<file path="config.mk">
export PLATFORM = sky130hd
export DESIGN_NAME = gpio_port
export DESIGN_NICKNAME = d
export VERILOG_FILES = /design/src/rtl/gpio_port_pkg.sv /design/src/rtl/gpio_port_sync.sv /design/src/rtl/gpio_port_regs.sv /design/src/rtl/gpio_port_arb.sv /design/src/rtl/gpio_port.sv
export SDC_FILE = /design/constraint.sdc
export NUM_CORES = 1
export LEC_CHECK = 0
export BUFFER_PORTS_ARGS = -buffer_cell sky130_fd_sc_hd__clkbuf_2
export CORE_AREA = 2 2 55 62
export CTS_BUF_LIST = sky130_fd_sc_hd__clkbuf_4
export CTS_CLUSTER_SIZE = 12
export DETAILED_ROUTE_END_ITERATION = 6
export DIE_AREA = 0 0 57 64
export PLACE_DENSITY = 0.88
export SLEW_MARGIN = 20
export SYNTH_ARGS = -nofsm -noshare
export SYNTH_HDL_FRONTEND = slang
export SYNTH_HIERARCHICAL = 1
export SYNTH_SLANG_ARGS = --single-unit
</file>
<file path="constraint.sdc">
create_clock -name clk_i -period 1.03 [get_ports clk_i]
set_input_delay 0.103 -clock clk_i [delete_from_list [all_inputs] [get_ports clk_i]]
set_output_delay 0.103 -clock clk_i [all_outputs]
set_load 0.01 [all_outputs]
</file>
<file path="src/rtl/gpio_port_pkg.sv">
package gpio_port_pkg;
  localparam int unsigned ADDR_W = 2;

  typedef enum logic [ADDR_W-1:0] {
    REG_PORT = 2'd0,
    REG_LAT  = 2'd1,
    REG_DIR  = 2'd2,
    REG_RSVD = 2'd3
  } reg_addr_e;

  typedef enum logic [1:0] {
    PWM_OFF    = 2'd0,
    PWM_SINGLE = 2'd1,
    PWM_DUAL   = 2'd2,
    PWM_QUAD   = 2'd3
  } pwm_mode_e;
endpackage

</file>
<file path="src/rtl/gpio_port_sync.sv">
module gpio_port_sync #(
  parameter int unsigned WIDTH  = 8,
  parameter int unsigned STAGES = 2
) (
  input  logic             clk_i,
  input  logic             rst_ni,
  input  logic [WIDTH-1:0] d_i,
  output logic [WIDTH-1:0] q_o
);
  localparam int unsigned LAST = STAGES - 1;

  logic [WIDTH-1:0] stg_q [STAGES];

  for (genvar s = 0; s < STAGES; s++) begin : g_stg
    if (s == 0) begin : g_first
      always_ff @(posedge clk_i or negedge rst_ni) begin
        if (!rst_ni) stg_q[s] <= '0;
        else         stg_q[s] <= d_i;
      end
    end else begin : g_next
      always_ff @(posedge clk_i or negedge rst_ni) begin
        if (!rst_ni) stg_q[s] <= '0;
        else         stg_q[s] <= stg_q[s-1];
      end
    end
  end

  assign q_o = stg_q[LAST];
endmodule

</file>
<file path="src/rtl/gpio_port_regs.sv">
module gpio_port_regs
  import gpio_port_pkg::*;
#(
  parameter int unsigned WIDTH = 8
) (
  input  logic              clk_i,
  input  logic              rst_ni,
  input  logic [ADDR_W-1:0] addr_i,
  input  logic              we_i,
  input  logic [WIDTH-1:0]  wdata_i,
  input  logic [WIDTH-1:0]  pin_sync_i,
  output logic [WIDTH-1:0]  dir_o,
  output logic [WIDTH-1:0]  lat_o,
  output logic [WIDTH-1:0]  rdata_o
);
  reg_addr_e        addr;
  logic [WIDTH-1:0] dir_q, lat_q;

  assign addr = reg_addr_e'(addr_i);

  // 1 = input; all pins come up as inputs
  always_ff @(posedge clk_i or negedge rst_ni) begin
    if (!rst_ni) begin
      dir_q <= '1;
      lat_q <= '0;
    end else if (we_i) begin
      unique case (addr)
        REG_PORT, REG_LAT: lat_q <= wdata_i;
        REG_DIR:           dir_q <= wdata_i;
        default: ;
      endcase
    end
  end

  always_comb begin
    unique case (addr)
      REG_PORT: rdata_o = pin_sync_i;
      REG_LAT:  rdata_o = lat_q;
      REG_DIR:  rdata_o = dir_q;
      default:  rdata_o = '0;
    endcase
  end

  assign dir_o = dir_q;
  assign lat_o = lat_q;
endmodule

</file>
<file path="src/rtl/gpio_port_arb.sv">
module gpio_port_arb
  import gpio_port_pkg::*;
#(
  parameter int unsigned WIDTH    = 8,
  parameter int unsigned PWM_BASE = 5,
  parameter int unsigned PWM_N    = 3
) (
  input  logic [WIDTH-1:0] dir_i,
  input  logic [WIDTH-1:0] lat_i,
  input  logic [1:0]       pwm_mode_i,
  input  logic [PWM_N-1:0] pwm_val_i,
  input  logic             psp_req_i,
  output logic [WIDTH-1:0] pin_o,
  output logic [WIDTH-1:0] pin_oe_o,
  output logic             psp_active_o
);
  localparam int unsigned PWM_TOP = PWM_BASE + PWM_N;

  pwm_mode_e        mode;
  logic             pwm_multi;
  logic [PWM_N-1:0] own;
  logic [WIDTH-1:0] gp_oe;

  assign mode      = pwm_mode_e'(pwm_mode_i);
  assign pwm_multi = (mode == PWM_DUAL) || (mode == PWM_QUAD);

  // dual claims the first shared pin, quad claims all of them
  for (genvar c = 0; c < PWM_N; c++) begin : g_own
    if (c == 0) begin : g_c0
      assign own[c] = pwm_multi;
    end else begin : g_cn
      assign own[c] = (mode == PWM_QUAD);
    end
  end

  // PWM multi-output mode vetoes parallel-port mode
  assign psp_active_o = psp_req_i && !pwm_multi;
  assign gp_oe        = psp_active_o ? '0 : ~dir_i;

  for (genvar i = 0; i < WIDTH; i++) begin : g_pin
    if (i >= PWM_BASE && i < PWM_TOP) begin : g_shared
      assign pin_o[i]    = own[i-PWM_BASE] ? pwm_val_i[i-PWM_BASE] : lat_i[i];
      assign pin_oe_o[i] = own[i-PWM_BASE] | gp_oe[i];
    end else begin : g_plain
      assign pin_o[i]    = lat_i[i];
      assign pin_oe_o[i] = gp_oe[i];
    end
  end
endmodule

</file>
<file path="src/rtl/gpio_port.sv">
module gpio_port
  import gpio_port_pkg::*;
#(
  parameter int unsigned WIDTH    = 8,
  parameter int unsigned PWM_BASE = 5,
  parameter int unsigned PWM_N    = 3,
  parameter int unsigned SYNC_N   = 2
) (
  input  logic              clk_i,
  input  logic              rst_ni,
  input  logic [ADDR_W-1:0] addr_i,
  input  logic              we_i,
  input  logic [WIDTH-1:0]  wdata_i,
  output logic [WIDTH-1:0]  rdata_o,
  input  logic [WIDTH-1:0]  pin_i,
  output logic [WIDTH-1:0]  pin_o,
  output logic [WIDTH-1:0]  pin_oe_o,
  input  logic [1:0]        pwm_mode_i,
  input  logic [PWM_N-1:0]  pwm_val_i,
  input  logic              psp_req_i,
  output logic              psp_active_o,
  output logic [WIDTH-1:0]  psp_bus_o
);
  logic [WIDTH-1:0] pin_sync, dir_q, lat_q;

  gpio_port_sync #(.WIDTH(WIDTH), .STAGES(SYNC_N)) u_sync (
    .clk_i (clk_i),
    .rst_ni(rst_ni),
    .d_i   (pin_i),
    .q_o   (pin_sync)
  );

  gpio_port_regs #(.WIDTH(WIDTH)) u_regs (
    .clk_i     (clk_i),
    .rst_ni    (rst_ni),
    .addr_i    (addr_i),
    .we_i      (we_i),
    .wdata_i   (wdata_i),
    .pin_sync_i(pin_sync),
    .dir_o     (dir_q),
    .lat_o     (lat_q),
    .rdata_o   (rdata_o)
  );

  gpio_port_arb #(.WIDTH(WIDTH), .PWM_BASE(PWM_BASE), .PWM_N(PWM_N)) u_arb (
    .dir_i       (dir_q),
    .lat_i       (lat_q),
    .pwm_mode_i  (pwm_mode_i),
    .pwm_val_i   (pwm_val_i),
    .psp_req_i   (psp_req_i),
    .pin_o       (pin_o),
    .pin_oe_o    (pin_oe_o),
    .psp_active_o(psp_active_o)
  );

  assign psp_bus_o = pin_sync;
endmodule

</file>
==> out/results.txt <==
The critical setup path kind is flip-flop to output pin. The final reports fail on negative setup slack. Data on the critical path is required at its endpoint by 0.93 ns. For the pin with the worst max-slew slack, the measured transition is 0.3551 ns. The die is 57 um wide. Clock transition at the registers of the reported paths: 0.09 ns. By area the synthesized netlist is led by dfrtp_1 43%, dfstp_2 15%, mux2_2 14%.

The total overflow left after global routing is 0. The tools report the number of max-slew violations in the final report as 0. TritonCTS built the clock tree. The path class of the lowest-slack min-delay path is input pin to flip-flop. For the die outline area, the log shows 3648 um^2. In this run the count of I/O pins placed on the die edge is 60. When the netlist entered floorplanning its net count stood at 128. The count of warnings emitted by yosys is 6, and the clock latency on the worst-skew pair is 0.33 ns.

The worst-case IR drop observed on VDD is 1.231 mV. The number of nets in the final layout was 202; the final clock skew was 0.0008692 ns. After synthesis the netlist holds a flip-flop and latch count of 32. The fraction of the cycle the final worst path needs is 1.293, and the post-layout instance area is 1979 um^2. Summed over all cells, the static leakage comes to 0.9913 nW. The worst setup path is captured at an output pin. The setup slack after layout is -0.3022 ns, and the total CTS buffers is 5. Maximum clock rate: 750.6 MHz. The logs give 0 for the final routed DRC violation total and 16 for the number of distinct library cells after synthesis. Entering global routing, the biggest net connects 21 pins. The initial standard-cell utilization of the core was 0.4695; the count of antenna-violating nets left after detailed routing was 0. For the final-layout fill cell count, the log shows 231. Synthesis produced 101 cells. In this run, the number of DRC markers left after iteration 0 of detailed routing was 18. Dividing the detail-routed via count by the number of cells gives 4.919.

The floorplan has 21 rows. The max-capacitance violation count came out at 0. The first global-routing pass estimated 5.085 mm of wire. dfrtp_1 is the most common cell in the netlist. Detailed placement ended at an HPWL of 2.225 mm. The tools report the all-layer global routing usage as 0.1896.

The area growth from synthesis to layout is 40.75%. The number of sinks handled by clock tree synthesis is 32, and the maximum root-to-sink buffer count is 2. Across all hold checks on the routed design, the worst slack comes to 0.02116 ns.

The via count of the first global-routing pass is 1076, and the proportion of netlist area held by the largest area contributor is 0.4270. CTS built an H-tree with a depth of 2. The number of cells in the finished layout apart from fillers was 210. The run finished, with violations left. Setup violations remaining at the end of the flow were counted as 19.

Most common flop cell mapped by yosys: dfrtp_1. The logs give 1700 um^2 for the cell area after placement and 3.247 mm for the routed wire length. The number of antenna diodes in the final layout is 0. The async set-reset flop share out of synthesis is 1.000.

At the end of routability-driven placement, the weighted congestion stood at 0.8502. By count the netlist is led by 24 x dfrtp_1, 17 x mux2_2, 14 x buf_4. The floorplan step set the die height to 64 um. Of all nets on the critical path, the largest fanout is 2.

The ratio of total power to cell area was 1524 nW/um^2. The run gives 185 as the number of cells in the design after placement. The final period demand of the worst path works out to 1.332 ns. The startpoint class of the critical path was a flip-flop. The floorplan step defined a core boundary enclosing 2995 um^2. The final-layout setup total negative slack is -4.370 ns, and the relative max-transition margin is 0.7633.

The biggest area contributor in the post-synthesis netlist is dfrtp_1. Averaged over all synthesized cells, the footprint is 13.92 um^2. During placement, the flow inserted port buffers numbering 59. The run gives 1033 as the total vias in the final route. The master cell of the clock root buffer was clkbuf_4.

The run gives 0 as the number of antenna violations at the first check in global routing. Setup repair after global routing could not meet its margin everywhere. The mapped netlist covers 1406 um^2. After detailed routing, the average wire length per cell comes to 15.46 um.

The proportion of layout cells with a drive suffix above 1 came out at 0.6648. The share of synthesized area occupied by flip-flops and latches was 0.5765. The count of final hold-check violations is 0, and the iteration count of the initial detailed-routing pass is 4. The synthesized design contains 0 enable-type register cells.

Data arrives at the worst endpoint at 1.23 ns.
## power breakdown
part / switching [mW] / internal [mW]
sequential: 0.0968 / 1.44
combinational: 0.362 / 0.478
clock: 0.392 / 0.250
## timing repair
item | in CTS | in global routing
endpoints found under the setup margin | 19 | 22
hold buffers | 9 | 1
endpoints found under the hold margin | 35 | 1
gates resized for setup | 7 | 24
buffers inserted | 5 | 3
pin swaps | 12 | 0
## kinds of logic (layout without fill, tap and decap cells)
kind of cell | count (synthesis) | in the layout | share of synthesized area
flops | 32 | 32 | 0.5765
buf+inv | 19 | 94 | 0.09074
simple gates | 12 | 12 | 0.05072
mux | 27 | 27 | 0.2144
compound gates | 11 | 11 | 0.06762
## metrics by stage
step                        util  setup WS [ns]  power, mW
after detailed placement  0.5677       0.002026      2.199
after CTS                 0.6345        -0.3335      2.960
final                     0.6608        -0.3022      3.017
after floorplan                -         0.1127      1.944
after global routing      0.6608        -0.3863      3.201
after global placement    0.5677        0.03438      2.169
## layout make-up
class | instances | area (um^2) | area share
Clock inverter | 3 | 13.76 | 0.006953
Inverter | 1 | 3.754 | 0.001896
Timing Repair Buffer | 85 | 568.0 | 0.2870
Clock buffer | 5 | 37.54 | 0.01896
Sequential cell | 32 | 810.8 | 0.4096
Multi-Input combinational cell | 50 | 503.0 | 0.2541
Tap cell | 34 | 42.54 | 0.02149
## placed cells by master (no fill, tap or decap)
cell type / synthesis / layout
nand3b_4: 1 / 1
nand2_2: 1 / 1
o21bai_1: 1 / 1
mux2i_1: 8 / 8
dlygate4sd3_1: 0 / 10
buf_6: 0 / 8
o2bb2ai_1: 8 / 8
nor2_1: 7 / 2
clkbuf_2: 0 / 47
clkinv_2: 0 / 2
a2bb2oi_1: 2 / 2
inv_1: 1 / 1
clkbuf_4: 0 / 5
nor2_2: 0 / 2
buf_12: 0 / 1
buf_4: 14 / 11
dfstp_2: 8 / 8
buf_2: 3 / 8
mux2_2: 17 / 17
clkinv_1: 0 / 1
nor2b_1: 3 / 2
dfrtp_1: 24 / 24
mux2_4: 2 / 2
nor2_4: 0 / 3
nor2b_4: 0 / 1
## metal layers
metal | track usage | share of wire
met1 | 0.2213 | 0.39
met4 | 0.1017 | 0.029
met5 | 0 | 0
met3 | 0.06275 | 0.079
met2 | 0.3060 | 0.51
## worst max-delay path, cell delays in order (launching register included)
cell	delay, ns
dfstp_2	0.55
mux2i_1	0.07
o2bb2ai_1	0.14
buf_2	0.15
## state kept, by name, summed over array words and instances (netlist names)
| name | count |
|---|---|
| u_sync/stg_q | 8 |
| u_regs/dir_o | 8 |
| u_sync/q_o | 8 |
| u_regs/lat_o | 8 |
## worst paths after layout
kind                             startpoint              end  slack, ns  cells past startpoint
setup / recovery            u_regs/dir_o[1]       rdata_o[1]      -0.30                      3
max in group asynchronous            rst_ni  u_regs/dir_o[7]       0.31                      3
setup reg to reg            u_regs/dir_o[0]  u_regs/dir_o[0]       0.10                      3
hold reg to reg            u_sync/stg_q[15]    u_sync/q_o[7]       0.36                      0
hold / removal                   wdata_i[0]  u_regs/lat_o[0]       0.02                      2
min in group asynchronous            rst_ni    u_sync/q_o[0]       0.21                      2
(Power assumes the default switching activity.)
